==> config.mk <==
export PLATFORM = sky130hd
export DESIGN_NAME = wdog_supervisor
export DESIGN_NICKNAME = d
export VERILOG_FILES = /design/src/rtl/sup_pkg.sv /design/src/rtl/sup_wdog.sv /design/src/rtl/sup_rstseq.sv /design/src/rtl/sup_pwrseq.sv /design/src/rtl/wdog_supervisor.sv
export SDC_FILE = /design/constraint.sdc
export NUM_CORES = 1
export LEC_CHECK = 0
export ABC_AREA = 1
export BUFFER_PORTS_ARGS = -buffer_cell sky130_fd_sc_hd__buf_4
export CAP_MARGIN = 10
export CORE_MARGIN = 5
export CORE_UTILIZATION = 28
export CTS_CLUSTER_DIAMETER = 30
export DETAILED_ROUTE_END_ITERATION = 10
export SYNTH_ARGS = -nofsm -noshare
export SYNTH_HDL_FRONTEND = slang
export SYNTH_SLANG_ARGS = --single-unit
==> constraint.sdc <==
create_clock -name clk -period 1.2 [get_ports clk]
set_input_delay 0.24 -clock clk [delete_from_list [all_inputs] [get_ports clk]]
set_output_delay 0.24 -clock clk [all_outputs]
set_load 0.03 [all_outputs]
==> src/rtl/sup_pkg.sv <==
package sup_pkg;

    typedef enum logic [1:0] {
        CAUSE_NONE = 2'b00,
        CAUSE_WD1  = 2'b01,
        CAUSE_WD2  = 2'b10,
        CAUSE_EXT  = 2'b11
    } cause_e;

    typedef enum logic [1:0] {
        PS_IDLE = 2'b00,
        PS_OFF  = 2'b01,
        PS_LDO  = 2'b10
    } pwr_state_e;

endpackage

==> src/rtl/sup_wdog.sv <==
module sup_wdog #(
    parameter int LIMIT = 60
) (
    input  logic clk,
    input  logic rst_n,
    input  logic kick,
    input  logic enable,
    input  logic hold,
    output logic expire
);
    localparam int CW = $clog2(LIMIT + 1);
    localparam logic [CW-1:0] LAST = CW'(LIMIT - 1);

    typedef struct packed {
        logic          kick;
        logic [CW-1:0] cnt;
    } wd_st_t;

    wd_st_t st_d, st_q;
    logic   edge_seen;

    always_comb begin
        st_d      = st_q;
        st_d.kick = kick;
        edge_seen = kick ^ st_q.kick;
        expire    = enable && !hold && !edge_seen && (st_q.cnt == LAST);
        if (hold || !enable || edge_seen || expire) begin
            st_d.cnt = '0;
        end else begin
            st_d.cnt = st_q.cnt + 1'b1;
        end
    end

    always_ff @(posedge clk or negedge rst_n) begin
        if (!rst_n) begin
            st_q <= '0;
        end else begin
            st_q <= st_d;
        end
    end

    AST_HOLD_CLEARS: assert property (@(posedge clk) disable iff (!rst_n)
        hold |=> (st_q.cnt == '0));
    AST_DISABLED_SILENT: assert property (@(posedge clk) disable iff (!rst_n)
        !enable |-> !expire);
    AST_KICK_RESTARTS: assert property (@(posedge clk) disable iff (!rst_n)
        (kick != st_q.kick) |=> (st_q.cnt == '0));

endmodule

==> src/rtl/sup_rstseq.sv <==
module sup_rstseq
    import sup_pkg::*;
#(
    parameter int RST_HOLD = 12,
    parameter int STAT_CLR = 80
) (
    input  logic   clk,
    input  logic   rst_n,
    input  logic   mreset_n,
    input  logic   rail_ok,
    input  logic   pcycle_busy,
    input  logic   wd1_exp,
    input  logic   wd2_exp,
    output logic   rst_act,
    output cause_e cause
);
    localparam int HW = $clog2(RST_HOLD + 1);
    localparam int SW = $clog2(STAT_CLR + 1);
    localparam logic [HW-1:0] HOLD_LAST = HW'(RST_HOLD - 1);
    localparam logic [SW-1:0] STAT_LAST = SW'(STAT_CLR - 1);

    typedef struct packed {
        logic          act;
        logic [HW-1:0] hcnt;
        logic [SW-1:0] scnt;
        cause_e        cause;
    } rs_st_t;

    rs_st_t st_d, st_q;
    logic   ext_req;
    logic   trig;

    always_comb begin
        st_d    = st_q;
        ext_req = !mreset_n || !rail_ok;
        trig    = ext_req || pcycle_busy || wd1_exp || wd2_exp;

        if (trig) begin
            st_d.act  = 1'b1;
            st_d.hcnt = '0;
        end else if (st_q.act) begin
            if (st_q.hcnt == HOLD_LAST) begin
                st_d.act  = 1'b0;
                st_d.hcnt = '0;
            end else begin
                st_d.hcnt = st_q.hcnt + 1'b1;
            end
        end

        if (st_q.act || st_q.cause == CAUSE_NONE) begin
            st_d.scnt = '0;
        end else if (st_q.scnt == STAT_LAST) begin
            st_d.scnt  = '0;
            st_d.cause = CAUSE_NONE;
        end else begin
            st_d.scnt = st_q.scnt + 1'b1;
        end

        if (wd2_exp) begin
            st_d.cause = CAUSE_WD2;
        end else if (wd1_exp) begin
            st_d.cause = CAUSE_WD1;
        end else if (ext_req && !st_q.act) begin
            st_d.cause = CAUSE_EXT;
        end
    end

    always_ff @(posedge clk or negedge rst_n) begin
        if (!rst_n) begin
            st_q.act   <= 1'b1;
            st_q.hcnt  <= '0;
            st_q.scnt  <= '0;
            st_q.cause <= CAUSE_NONE;
        end else begin
            st_q <= st_d;
        end
    end

    assign rst_act = st_q.act;
    assign cause   = st_q.cause;

    AST_EXT_ASSERTS: assert property (@(posedge clk) disable iff (!rst_n)
        (!mreset_n || !rail_ok) |=> rst_act);
    AST_WD2_CAUSE: assert property (@(posedge clk) disable iff (!rst_n)
        wd2_exp |=> (rst_act && cause == CAUSE_WD2));
    AST_CAUSE_KEPT: assert property (@(posedge clk) disable iff (!rst_n)
        (rst_act && !wd1_exp && !wd2_exp) |=> $stable(cause));

endmodule

==> src/rtl/sup_pwrseq.sv <==
module sup_pwrseq
    import sup_pkg::*;
#(
    parameter int POFF_CYC = 30,
    parameter int LDO_LEAD = 5
) (
    input  logic clk,
    input  logic rst_n,
    input  logic wd2_exp,
    output logic ldo_gate,
    output logic buck_gate,
    output logic busy
);
    localparam int MAXC = (POFF_CYC > LDO_LEAD) ? POFF_CYC : LDO_LEAD;
    localparam int PW   = $clog2(MAXC + 1);
    localparam logic [PW-1:0] OFF_LAST  = PW'(POFF_CYC - 1);
    localparam logic [PW-1:0] LEAD_LAST = PW'(LDO_LEAD - 1);

    typedef struct packed {
        pwr_state_e    st;
        logic [PW-1:0] cnt;
    } ps_st_t;

    ps_st_t st_d, st_q;

    always_comb begin
        st_d = st_q;
        case (st_q.st)
            PS_IDLE: begin
                if (wd2_exp) begin
                    st_d.st  = PS_OFF;
                    st_d.cnt = '0;
                end
            end
            PS_OFF: begin
                if (st_q.cnt == OFF_LAST) begin
                    st_d.st  = PS_LDO;
                    st_d.cnt = '0;
                end else begin
                    st_d.cnt = st_q.cnt + 1'b1;
                end
            end
            PS_LDO: begin
                if (st_q.cnt == LEAD_LAST) begin
                    st_d.st  = PS_IDLE;
                    st_d.cnt = '0;
                end else begin
                    st_d.cnt = st_q.cnt + 1'b1;
                end
            end
            default: begin
                st_d.st  = PS_IDLE;
                st_d.cnt = '0;
            end
        endcase
    end

    always_ff @(posedge clk or negedge rst_n) begin
        if (!rst_n) begin
            st_q.st  <= PS_IDLE;
            st_q.cnt <= '0;
        end else begin
            st_q <= st_d;
        end
    end

    assign ldo_gate  = (st_q.st != PS_OFF);
    assign buck_gate = (st_q.st == PS_IDLE);
    assign busy      = (st_q.st != PS_IDLE);

    AST_BUCK_NOT_FIRST: assert property (@(posedge clk) disable iff (!rst_n)
        buck_gate |-> ldo_gate);
    AST_LDO_LEADS: assert property (@(posedge clk) disable iff (!rst_n)
        $rose(ldo_gate) |-> !buck_gate);
    AST_EXPIRY_DROPS: assert property (@(posedge clk) disable iff (!rst_n)
        (wd2_exp && !busy) |=> (!ldo_gate && !buck_gate));

endmodule

==> src/rtl/wdog_supervisor.sv <==
module wdog_supervisor
    import sup_pkg::*;
#(
    parameter int WD1_CYC  = 60,
    parameter int WD2_CYC  = 150,
    parameter int RST_HOLD = 12,
    parameter int POFF_CYC = 30,
    parameter int LDO_LEAD = 5,
    parameter int STAT_CLR = 80
) (
    input  logic       clk,
    input  logic       rst_n,
    input  logic       wd1_kick,
    input  logic       wd1_float,
    input  logic       wd1_mode,
    input  logic       wd2_kick,
    input  logic       mreset_n,
    input  logic       rail_ok,
    input  logic       uv_lock,
    input  logic       ldo_en_req,
    input  logic       buck_en_req,
    output logic       sys_rst_n,
    output logic       ldo_en,
    output logic       buck_en,
    output logic [1:0] reset_cause
);
    typedef struct packed {
        logic ldo;
        logic buck;
    } en_st_t;

    en_st_t en_d, en_q;
    logic   rst_act;
    logic   wd1_en;
    logic   wd1_exp;
    logic   wd2_exp;
    logic   ldo_gate;
    logic   buck_gate;
    logic   pc_busy;
    cause_e cause;

    assign wd1_en = !(wd1_float && !wd1_mode);

    sup_wdog #(.LIMIT(WD1_CYC)) u_wd1 (
        .clk    (clk),
        .rst_n  (rst_n),
        .kick   (wd1_kick),
        .enable (wd1_en),
        .hold   (rst_act),
        .expire (wd1_exp)
    );

    sup_wdog #(.LIMIT(WD2_CYC)) u_wd2 (
        .clk    (clk),
        .rst_n  (rst_n),
        .kick   (wd2_kick),
        .enable (1'b1),
        .hold   (rst_act),
        .expire (wd2_exp)
    );

    sup_pwrseq #(.POFF_CYC(POFF_CYC), .LDO_LEAD(LDO_LEAD)) u_pwr (
        .clk       (clk),
        .rst_n     (rst_n),
        .wd2_exp   (wd2_exp),
        .ldo_gate  (ldo_gate),
        .buck_gate (buck_gate),
        .busy      (pc_busy)
    );

    sup_rstseq #(.RST_HOLD(RST_HOLD), .STAT_CLR(STAT_CLR)) u_rst (
        .clk         (clk),
        .rst_n       (rst_n),
        .mreset_n    (mreset_n),
        .rail_ok     (rail_ok),
        .pcycle_busy (pc_busy),
        .wd1_exp     (wd1_exp),
        .wd2_exp     (wd2_exp),
        .rst_act     (rst_act),
        .cause       (cause)
    );

    always_comb begin
        en_d      = en_q;
        en_d.ldo  = ldo_en_req  && ldo_gate  && !uv_lock;
        en_d.buck = buck_en_req && buck_gate && !uv_lock;
    end

    always_ff @(posedge clk or negedge rst_n) begin
        if (!rst_n) begin
            en_q <= '0;
        end else begin
            en_q <= en_d;
        end
    end

    assign sys_rst_n   = !rst_act;
    assign ldo_en      = en_q.ldo;
    assign buck_en     = en_q.buck;
    assign reset_cause = cause;

    AST_UV_OFF: assert property (@(posedge clk) disable iff (!rst_n)
        uv_lock |=> (!ldo_en && !buck_en));
    AST_WD1_KEEPS_RAILS: assert property (@(posedge clk) disable iff (!rst_n)
        (wd1_exp && !wd2_exp && !pc_busy) |=> (ldo_gate && buck_gate));
    AST_WD_HELD_IN_RESET: assert property (@(posedge clk) disable iff (!rst_n)
        rst_act |-> (!wd1_exp && !wd2_exp));

endmodule

==> results.md <==
- The die covers 9390 um^2.
- The worst pin sits at a relative slew slack of 66.9%.
- The count of final setup violators is 29.
- The final number of max-transition violations is 0.
- Clock latency on the worst-skew pair, taken at its later pin, is 0.29 ns.
- After the first detailed-routing iteration, the DRC count stood at 35.
- Measured on the finished design, the core utilization comes to 41.6%.
- The total number of yosys warnings is 0.
- The number of antenna violations at the first check in global routing was 0.
- The first global-routing pass estimated 7.83 mm of wire.
- In this run the most critical hold path is launched from wd1_kick.
- At the pin with the least slew margin, the transition time is 0.496 ns.
- Counting instances, the worst hold path has a depth of 1.
- The sink count of the clock tree is 39.
- The vias per cell is 4.27.
- Across every metal layer, demand over resource in global routing totals 9.88%.
- The post-synthesis sequential area ratio is 46.2%.
- The total of max-cap violations is 0.
- The number of nets handed over by synthesis was around 260.
- The repair_antennas step left the layout with diodes totalling 0.
- The depth of the worst register-to-register path is 8.
- Measured along the x axis, the die boundary spans 96.9 um.
- The number of top-level pins is 16.
- The synthesized area per cell is 8.74 um^2.
- In the routed design, unresolved DRC markers number 0.
- For this run the aggregate overflow at the end of global routing stands at 0.
- The critical register-to-register path startpoint is u_wd2.st_q[1].
- The hold violation total from the final report is 0.
- The H-tree generated during clock tree synthesis spans 2 levels.
- For the finished layout, the period the worst path requires is ~1.4 ns.
- The leakage power is ~1.4 nW.
- The path class of the tightest hold or removal check is in -> reg.
- Setup repair after global routing could not meet its margin everywhere.
- The via count of the first global-routing pass was 1,762.
- The total area inside the core boundary comes to 7290 um^2.
- Dividing the detail-routed wire length by the instance count gives 10.8 um.
- TritonCTS created 5 clock buffers.
- The hold-critical path endpoint is u_wd1.st_q[6].
- The maximum operating frequency is 0.715 GHz.
- The endpoint of the lowest-slack register-to-register path is u_rst.st_q[9].
- The longest clock path from root to sink contains 2 buffers.
- The mapped netlist covers 2110 um^2.
- The flow ran to the end, but the final reports show violations.
- The ratio of cells with drive above 1 in the final layout is 45.2%.
- The smallest setup slack after layout is -0.199 ns.
- The effective utilization at floorplan is 29.0%.
- The number of buffer cells added on primary ports is 15.
- Across the routed clock network, the largest skew measured is 0.00430 ns.
- The congestion estimate from routability-driven global placement came to 0.791.
- The type of element capturing the critical path is an output pin.
- Dividing total power by cell area gives a power density of 858 nW/um^2.
- The final reports fail on negative setup slack.
- Hold is met by 0.0694 ns.
- The half-perimeter wire length after detailed placement is 3.20 mm.
- The synthesized netlist contains 31 unique library cells.
- Wires add up to 4.44 mm.
- Across all register-to-register paths, the minimum setup slack is -0.18 ns.
- After clock tree synthesis, the clock-pin slew on the worst setup and hold paths is 0.08 ns.
- The total number of placement rows is 31.
- The synthesized flop and latch total is 39.
- The detailed router placed 1,754 vias in this run.
- Relative to the synthesized area, the layout overhead comes to 43.4%.
- The share of the clock period used by the worst path after layout is 117%.
- The data required time of the critical path is between 0.9 and 1 ns.
- Synthesis handed over a netlist of 242 instances.
- STA classifies the critical path startpoint as a register.
- CTS placed an instance of clkbuf_8 at the clock tree root.
- The residual antenna-violating net count after detailed routing is 0.
- The worst setup timing slack at the placement stage is -0.154 ns.
- Before antenna repair, the detailed router went through 4 iterations.
- Entering global routing, the biggest net connects 40 pins.
- The path type of the worst setup path is reg -> out.
- The net count of the finished layout is 330.
- The worst-path maximum fanout is 3.
- The largest voltage drop on the vdd net is between 0.3 and 0.4 mV.
- The die boundary height is 96.9 um.
- TritonCTS built the clock tree.
- The final total negative setup slack is -3.10 ns.
- For the worst setup path, the data arrival time is 1.16 ns.
## logic make-up after synthesis
logic type	share of synthesized area (%)
AOI/OAI and AO/OA	6.69
buffers and inverters	6.69
DFF	46.2
and+or+nand+nor	32.4
adders and majority gates	4.73
xor gates and xnor gates	3.31
## timing repair
action                                  in CTS  in global routing
hold buffers                                 1                  0
hold endpoints to repair                    38                  0
gates cloned                                 1                  0
setup buffers                                7                  5
pin swaps                                    9                  7
gates resized for setup                     16                 34
endpoints found under the setup margin      32                 34
## cells in the mapped netlist, drive strengths merged
master / count / area share (%)
clkinv: 1 / 0.18
a21oi: 8 / 2.8
nand3: 27 / 7.3
xor2: 6 / 2.5
buf: 2 / 0.71
inv: 32 / 5.8
o21bai: 2 / 0.71
nor3: 3 / 0.95
o21ai: 9 / 2.8
nor3b: 5 / 3.0
or2: 1 / 0.30
o21a: 1 / 0.36
xnor2: 2 / 0.83
dfstp: 1 / 1.2
nor2: 41 / 8.7
nand2: 51 / 11
nand4: 4 / 1.2
dfrtp: 38 / 45
ha: 8 / 4.7
## critical path: stages (launching register included)
cell	delay, ns
dfstp_2	0.59
inv_6	0.05
buf_6	0.11
buf_6	0.13
## per-layer routing
| layer | routed length, um | vias up | GRT usage [%] |
|---|---|---|---|
| met3 | 121 | 5 | 2.81 |
| met1 | 2080 | 822 | 12.3 |
| met5 | 0 | - | 0 |
| met4 | 59 | 0 | 2.59 |
| met2 | 2180 | 15 | 16.8 |
| li1 | - | 912 | - |
## stage by stage
| step | instances | power, mW | area, um^2 |
|---|---|---|---|
| detailed placement | 389 | 1.49 | 2610 |
| finish | 411 | 2.60 | 3030 |
| floorplan | 242 | 1.41 | 2130 |
| CTS | 406 | 2.63 | 2860 |
| global route | 411 | 2.71 | 3030 |
| global placement | 389 | 1.49 | 2610 |
## how the worst max path moves through the flow
stage / from / to / slack [ns] / cells after the start
floorplan: u_wd2.st_q[1] / u_pwr.st_q[2] / -0.06 / 9
global placement: u_wd2.st_q[1] / u_pwr.st_q[4] / -0.09 / 9
detailed placement: u_wd2.st_q[1] / u_pwr.st_q[3] / -0.15 / 9
CTS: u_rst.rst_act / sys_rst_n / -0.18 / 3
global route: u_wd2.st_q[1] / u_rst.st_q[11] / -0.32 / 8
finish: u_rst.rst_act / sys_rst_n / -0.20 / 3
## flip-flops by register name (all words and copies together), names as in the netlist
register       cells
u_rst.rst_act      1
u_wd1.st_q         7
u_rst.cause        2
ldo_en             1
buck_en            1
u_rst.st_q        11
u_wd2.st_q         9
u_pwr.st_q         7
## layout make-up
| type | count | area (um^2) |
|---|---|---|
| fillers | 755 | 4260 |
| multi-input cells | 169 | 1160 |
| flip-flops and latches | 39 | 978 |
| repair buffers | 63 | 513 |
| inverters | 33 | 136 |
| well taps | 99 | 124 |
| clock buffers | 6 | 82.6 |
| clock inverters | 2 | 35.0 |
## power breakdown
part	leakage, nW	switching (mW)	internal (mW)
clock	0.0612	0.465	0.673
combinational	0.864	0.0775	0.0514
sequential	0.525	0.00830	1.33
## cells in the final DEF (no fill, tap or decap), drive strengths merged
cell and n:
buf 62, clkbuf 6, a21oi 8, xnor2 2
bufinv 1, nor3 3, nand3 27, dfstp 1
dfrtp 38, ha 8, or2 1, inv 32
o21ai 9, clkinv 2, nand2 52, nand4 4
nor2 41, o21a 1, nor3b 5, xor2 6
o21bai 2, dlygate4sd3 1
Note: power is estimated with default switching activity, not from simulation.
